$ cat src/rtl/bmc_pkg.sv
package bmc_pkg;
  localparam int ADDR_W  = 16;
  localparam int DATA_W  = 8;
  localparam int BANK_W  = 2;
  localparam int WIN_W   = 14;
  localparam int ST_W    = 11;
  localparam int RG_NUM  = 7;

  localparam int RG_RAM   = 0;
  localparam int RG_OS    = 1;
  localparam int RG_BASIC = 2;
  localparam int RG_CART  = 3;
  localparam int RG_ST    = 4;
  localparam int RG_HW    = 5;
  localparam int RG_EXT   = 6;

  // base of the hole where the self-test image physically lives
  localparam logic [ADDR_W-1:0] ST_PHYS_BASE = 16'hD000;

  typedef struct packed {
    logic              st_ram;     // 1: RAM at self-test window
    logic              spare;
    logic              vid_bank;   // video master bank enable
    logic              cpu_bank;   // CPU bank enable
    logic [BANK_W-1:0] bank;       // extended bank number
    logic              basic_ram;  // 1: RAM instead of BASIC
    logic              os_rom;     // 1: OS ROM mapped
  } ctl_t;
endpackage

$ cat src/rtl/bmc_ctrl_reg.sv
module bmc_ctrl_reg
  import bmc_pkg::*;
#(
  parameter logic [DATA_W-1:0] RESET_VAL = 8'hFF
) (
  input  logic              clk,
  input  logic              rst,
  input  logic              wr_en,
  input  logic [DATA_W-1:0] wr_data,
  output ctl_t              ctl
);
  logic [DATA_W-1:0] q;

  always_ff @(posedge clk) begin
    if (rst)        q <= RESET_VAL;
    else if (wr_en) q <= wr_data;
  end

  assign ctl = ctl_t'(q);
endmodule

$ cat src/rtl/bmc_decode.sv
module bmc_decode
  import bmc_pkg::*;
(
  input  ctl_t              ctl,
  input  logic              valid,
  input  logic [ADDR_W-1:0] addr,
  input  logic              video,
  input  logic              cart,
  output logic [RG_NUM-1:0] sel,
  output logic [ADDR_W-1:0] tgt
);
  logic in_hole, in_top, in_basic, in_win, in_st, bank_on;
  logic unused_spare;

  assign unused_spare = ctl.spare;

  assign in_hole  = (addr[15:11] == 5'b11010);
  assign in_top   = (addr[15:14] == 2'b11);
  assign in_basic = (addr[15:13] == 3'b101);
  assign in_win   = (addr[15:14] == 2'b01);
  assign in_st    = (addr[15:11] == 5'b01010);
  assign bank_on  = video ? ctl.vid_bank : ctl.cpu_bank;

  always_comb begin
    sel = '0;
    tgt = addr;
    if (!valid) begin
      sel = '0;
    end else if (in_hole) begin
      sel[RG_HW] = 1'b1;
    end else if (in_top) begin
      if (ctl.os_rom) sel[RG_OS]  = 1'b1;
      else            sel[RG_RAM] = 1'b1;
    end else if (in_basic) begin
      if (cart)                sel[RG_CART]  = 1'b1;
      else if (!ctl.basic_ram) sel[RG_BASIC] = 1'b1;
      else                     sel[RG_RAM]   = 1'b1;
    end else if (in_st && !video && !ctl.st_ram) begin
      sel[RG_ST] = 1'b1;
      tgt = ST_PHYS_BASE | {{(ADDR_W-ST_W){1'b0}}, addr[ST_W-1:0]};
    end else if (in_win && bank_on) begin
      sel[RG_EXT] = 1'b1;
      tgt = {ctl.bank, addr[WIN_W-1:0]};
    end else begin
      sel[RG_RAM] = 1'b1;
    end
  end
endmodule

$ cat src/rtl/bank_map_ctrl.sv
module bank_map_ctrl
  import bmc_pkg::*;
#(
  parameter logic [DATA_W-1:0] RESET_VAL = 8'hFF
) (
  input  logic              clk,
  input  logic              rst,
  input  logic              reg_wr_en,
  input  logic [DATA_W-1:0] reg_wr_data,
  output logic [DATA_W-1:0] reg_rd_data,
  input  logic              acc_valid,
  input  logic [ADDR_W-1:0] acc_addr,
  input  logic              acc_video,
  input  logic              cart_present,
  output logic [RG_NUM-1:0] region_sel,
  output logic [ADDR_W-1:0] tgt_addr
);
  ctl_t              ctl;
  logic [RG_NUM-1:0] sel_d;
  logic [ADDR_W-1:0] tgt_d;

  bmc_ctrl_reg #(.RESET_VAL(RESET_VAL)) reg_i (
    .clk(clk), .rst(rst), .wr_en(reg_wr_en), .wr_data(reg_wr_data), .ctl(ctl)
  );

  bmc_decode dec_i (
    .ctl(ctl), .valid(acc_valid), .addr(acc_addr), .video(acc_video),
    .cart(cart_present), .sel(sel_d), .tgt(tgt_d)
  );

  always_ff @(posedge clk) begin
    if (rst) begin
      region_sel <= '0;
      tgt_addr   <= '0;
    end else begin
      region_sel <= sel_d;
      tgt_addr   <= tgt_d;
    end
  end

  assign reg_rd_data = ctl;
endmodule

$ cat config.mk
export PLATFORM = sky130hd
export DESIGN_NAME = bank_map_ctrl
export DESIGN_NICKNAME = d
export VERILOG_FILES = /design/src/rtl/bmc_pkg.sv /design/src/rtl/bmc_ctrl_reg.sv /design/src/rtl/bmc_decode.sv /design/src/rtl/bank_map_ctrl.sv
export SDC_FILE = /design/constraint.sdc
export NUM_CORES = 1
export LEC_CHECK = 0
export ABC_AREA = 0
export ABC_CLOCK_PERIOD_IN_PS = 1150
export BUFFER_PORTS_ARGS = -buffer_cell sky130_fd_sc_hd__clkbuf_2
export CAP_MARGIN = 20
export CORE_UTILIZATION = 27
export CTS_CLUSTER_SIZE = 28
export DETAILED_ROUTE_END_ITERATION = 8
export PLACE_DENSITY = 0.54
export SLEW_MARGIN = 10
export SYNTH_ARGS = -nofsm -noshare
export SYNTH_HDL_FRONTEND = slang
export SYNTH_SLANG_ARGS = --single-unit
$ cat constraint.sdc
create_clock -name clk -period 1.15 [get_ports clk]
set_clock_uncertainty 0.2 [all_clocks]
set_input_delay 0.1725 -clock clk [delete_from_list [all_inputs] [get_ports clk]]
set_output_delay 0.1725 -clock clk [all_outputs]
set_load 0.05 [all_outputs]
==> results by stage <==
Worst hold path:
- The path class of the tightest hold or removal check is input pin to flip-flop.
- The worst hold path passes through 3 cells.
- The startpoint identified for the worst hold timing path is acc_valid.
- For hold timing, the worst endpoint is tgt_addr[14].

STA:
- Headroom to the max-slew limit came out at 78.4%.
- The max-slew violation count came to 0.
- For the pin with the worst max-slew slack, the measured transition is about 0.32 ns.
- The worst path setup slack after routing is -0.139 ns.
- The total negative slack is -0.798 ns.
- After layout, the worst path uses 112% of the clock period.
- After layout, the minimum clock period comes to 1.29 ns.
- For this run, the top clock speed supported by timing is 776 MHz.
- The count of endpoints failing hold in the final timing report is 1.
- Setup repair after global routing could not meet its margin everywhere.
- The final setup violation count is 10.
- The worst hold slack is -0.00808 ns.

Critical path:
- The logic depth of the worst register-to-register path is 5.
- The endpoint arrival time on the critical path is 0.92 ns.
- STA classifies the critical path endpoint as an output pin.
- The worst register-to-register path begins at reg_i.ctl[5].
- The critical setup path kind is flip-flop to output pin.
- The worst path required time is 0.78 ns.
- The critical path startpoint category is a flip-flop.
- In this run the register-to-register setup slack is -0.12 ns.
- In this run the worst path has a maximum fanout of 2.
- The terminus of the critical flop-to-flop path is tgt_addr[15].

Clock tree:
- The maximum count of clock buffers along a single path is 2.
- TritonCTS created 5 clock buffers.
- The later pin in the worst-skew pair is clocked with a latency of 0.28 ns.
- The number of sinks on the clock net is 31.
- The clock transition at the register clock pins on the worst setup and hold paths after CTS is 0.07 ns.
- TritonCTS built the clock tree.
- CTS built an H-tree with a depth of 2.
- The master cell of the clock root buffer is sky130_fd_sc_hd__clkbuf_8.

Floorplanning:
- The site row count is 22.
- The die width is 63.9 um.
- For this design the top-level I/O count stands at between 60 and 70.
- The core region is 3660 um2.
- For this configuration, the core starts out at a cell density of between 20 and 30%.
- The vertical die dimension is 63.9 um.
- The area of the die is 4080 um2.

Routing:
- The routed length per instance is 11.9 um.
- For this run, design rule violations remaining after detail routing come to 0.
- Using the TritonRoute via totals, the vias-per-cell ratio works out to 4.27.
- The count of TritonRoute iterations in the first routing pass is 3.
- The aggregate routed wire length is 2910 um.
- The detailed router finished its first iteration with 18 violations.
- The overall via count from detail_route is 1043.
- The remaining antenna violation count is 0.

Yosys:
- The synthesized design devotes to its leading area cell type 60.0% of total area.
- Yosys mapped the design onto 22 distinct sky130hd cell types.
- The synthesized netlist net count is 124.
- A synthesized cell averages 11.0 um2.
- Summed over all instances, the cell type with the most area after synthesis is sky130_fd_sc_hd__dfxtp_1.
- The cell area after synthesis is around 1000 um2.
- Synthesis produced a netlist whose cell count is 94.
- During synthesis, Yosys emitted a total of 0 warnings.
- The sequential element share of the synthesized area is between 60% and 70%.
- The count of state elements after synthesis is 31.
- After synthesis, the cell types taking the most area are sky130_fd_sc_hd__dfxtp_1 60%, sky130_fd_sc_hd__nor2b_1 9.1%, sky130_fd_sc_hd__mux2i_1 7.7%.

Place:
- The final weighted congestion of routability-driven global placement is 0.833.
- The post-DP HPWL is around 1900 um.
- In this run the cell area measured after placement is 1500 um2.
- The instance count after placement with tap cells included is 212.
- The number of I/O port buffers is 60.

Final layout:
- The number of antenna diodes in the final layout is 0.
- The register area is 669 um2.
- Fill cells in the final layout number 291.
- After the last flow step, the layout net total stands at 226.
- Once layout is complete, the cells apart from fillers number 244.
- The share of final-layout standard cells stronger than drive strength 1 is 61.2%.
- The finished cells cover approximately 2300 um2.
- Summing all multi-input logic gate instances after layout gives around 410 um2.
- The relative area change from synthesis to final layout is 119%.

Run status:
- The checks that failed: hold timing, setup timing.
- The run finished, with violations left.

Pwr:
- Summing internal, switching and leakage power gives 2.67 mW.
- For this design the static power due to leakage is about 1.0 nW.
- Power spread over the standard cell area amounts to roughly 1200 nW/um2.
- Across the VDD grid, the largest voltage drop is 0.000702 V.

GRT:
- The overall global routing resource usage is 15.9%.
- The via count of the first global-routing pass is 1164.
- For this run the aggregate overflow at the end of global routing stands at 0.
- The global-route wire length before repair is 4900 um.
- The initial antenna violation count is 0.
- Entering global routing, the biggest net connects 18 pins.

Flow run:
- The number of maximum-capacitance violations is 0.
per-stage QoR:
| step | setup WS (ns) | util, % |
|---|---|---|
| global placement | -0.189 | 40.8 |
| detailed placement | -0.224 | 40.8 |
| CTS | -0.146 | 60.7 |
| global route | -0.168 | 62.0 |
| finish | -0.139 | 62.0 |
| floorplan | -0.108 | - |
state kept, by name, summed over array words and instances (netlist names):
signal and count:
tgt_addr 16, reg_i.ctl 8, region_sel 7
synthesized netlist by cell type:
| library cell | count |
|---|---|
| sky130_fd_sc_hd__and2_1 | 1 |
| sky130_fd_sc_hd__nor3b_1 | 1 |
| sky130_fd_sc_hd__clkbuf_1 | 2 |
| sky130_fd_sc_hd__nand2_1 | 13 |
| sky130_fd_sc_hd__nor2_1 | 3 |
| sky130_fd_sc_hd__nor3_1 | 2 |
| sky130_fd_sc_hd__inv_1 | 4 |
| sky130_fd_sc_hd__a21oi_1 | 2 |
| sky130_fd_sc_hd__and4_1 | 1 |
| sky130_fd_sc_hd__a211o_1 | 1 |
| sky130_fd_sc_hd__a311oi_1 | 1 |
| sky130_fd_sc_hd__a21o_1 | 1 |
| sky130_fd_sc_hd__nand4bb_4 | 1 |
| sky130_fd_sc_hd__o21ai_0 | 2 |
| sky130_fd_sc_hd__nor4b_1 | 1 |
| sky130_fd_sc_hd__o211ai_1 | 1 |
| sky130_fd_sc_hd__nor2b_1 | 15 |
| sky130_fd_sc_hd__dfxtp_1 | 31 |
| sky130_fd_sc_hd__mux2i_1 | 8 |
| sky130_fd_sc_hd__and2b_1 | 1 |
| sky130_fd_sc_hd__and3_1 | 1 |
| sky130_fd_sc_hd__nor4_4 | 1 |
layout by cell type, fill, tap and decap left out:
cell                             n
sky130_fd_sc_hd__a311oi_1        1
sky130_fd_sc_hd__o21ai_0         2
sky130_fd_sc_hd__nor2b_1        15
sky130_fd_sc_hd__a211o_1         1
sky130_fd_sc_hd__dfxtp_2        27
sky130_fd_sc_hd__inv_1           4
sky130_fd_sc_hd__buf_6           3
sky130_fd_sc_hd__dlygate4sd3_1  22
sky130_fd_sc_hd__and2b_1         1
sky130_fd_sc_hd__a21o_1          1
sky130_fd_sc_hd__a21oi_2         1
sky130_fd_sc_hd__a21oi_1         1
sky130_fd_sc_hd__clkbuf_2       29
sky130_fd_sc_hd__and4_1          1
sky130_fd_sc_hd__o211ai_1        1
sky130_fd_sc_hd__buf_4          12
sky130_fd_sc_hd__mux2i_2         1
sky130_fd_sc_hd__clkbuf_8        6
sky130_fd_sc_hd__dfxtp_4         4
sky130_fd_sc_hd__nand4bb_4       1
sky130_fd_sc_hd__nor3_1          1
sky130_fd_sc_hd__and3_1          1
sky130_fd_sc_hd__nor4b_2         1
sky130_fd_sc_hd__nor3_2          1
sky130_fd_sc_hd__clkinv_2        1
sky130_fd_sc_hd__buf_8          24
sky130_fd_sc_hd__mux2i_1         7
sky130_fd_sc_hd__and2_4          1
sky130_fd_sc_hd__nor2_1          3
sky130_fd_sc_hd__nor3b_1         1
sky130_fd_sc_hd__nand2_1        13
sky130_fd_sc_hd__clkbuf_16       7
sky130_fd_sc_hd__nor4_4          1
power by group:
group / internal [mW] / leakage, nW / switching (mW)
clock: 0.469 / 0.0470 / 0.387
sequential: 1.13 / 0.263 / 0.0394
combinational: 0.328 / 0.739 / 0.318
worst max-delay path by stage:
| stage | from | end | slack (ns) |
|---|---|---|---|
| after CTS | reg_i.ctl[7] | reg_rd_data[7] | -0.15 |
| after global placement | acc_addr[11] | tgt_addr[14] | -0.19 |
| final | reg_i.ctl[7] | reg_rd_data[7] | -0.14 |
| after global routing | reg_i.ctl[5] | tgt_addr[14] | -0.17 |
| after floorplan | reg_i.ctl[7] | tgt_addr[14] | -0.11 |
| after detailed placement | acc_addr[11] | tgt_addr[14] | -0.22 |
final cells by class:
class,instances,share of cell area (%)
Clock buffer,6,3.64
Sequential cell,31,29.5
Inverter,4,0.662
Clock inverter,1,0.221
Timing Repair Buffer,97,45.2
Tap cell,48,2.65
Multi-Input combinational cell,57,18.1
repair_timing:
item	in CTS	in global routing
endpoints found under the setup margin	36	37
setup buffers	3	0
endpoints found under the hold margin	24	0
pin swaps	2	3
resized for setup	96	30
hold buffers	22	0
critical path, cell delays in order, from the launching register on:
cell and delay, ns:
sky130_fd_sc_hd__dfxtp_4 0.36, sky130_fd_sc_hd__buf_6 0.12, sky130_fd_sc_hd__clkbuf_16 0.16
cell families (layout without fill, tap and decap cells):
family | after synthesis | count (layout) | synth area share (%)
DFF | 31 | 31 | 60.0
buffers and inverters | 6 | 108 | 2.18
and+or+nand+nor | 41 | 41 | 24.9
AOI/OAI and AO/OA | 8 | 8 | 5.09
muxes | 8 | 8 | 7.75
routing by layer:
| layer | GRT usage, % | part of all wire [%] |
|---|---|---|
| met2 | 29.5 | 53 |
| met3 | 4.29 | 5.2 |
| met5 | 0 | 0 |
| met4 | 5.97 | 1.4 |
| met1 | 16.8 | 41 |
Power figures use the tool's default switching activity.
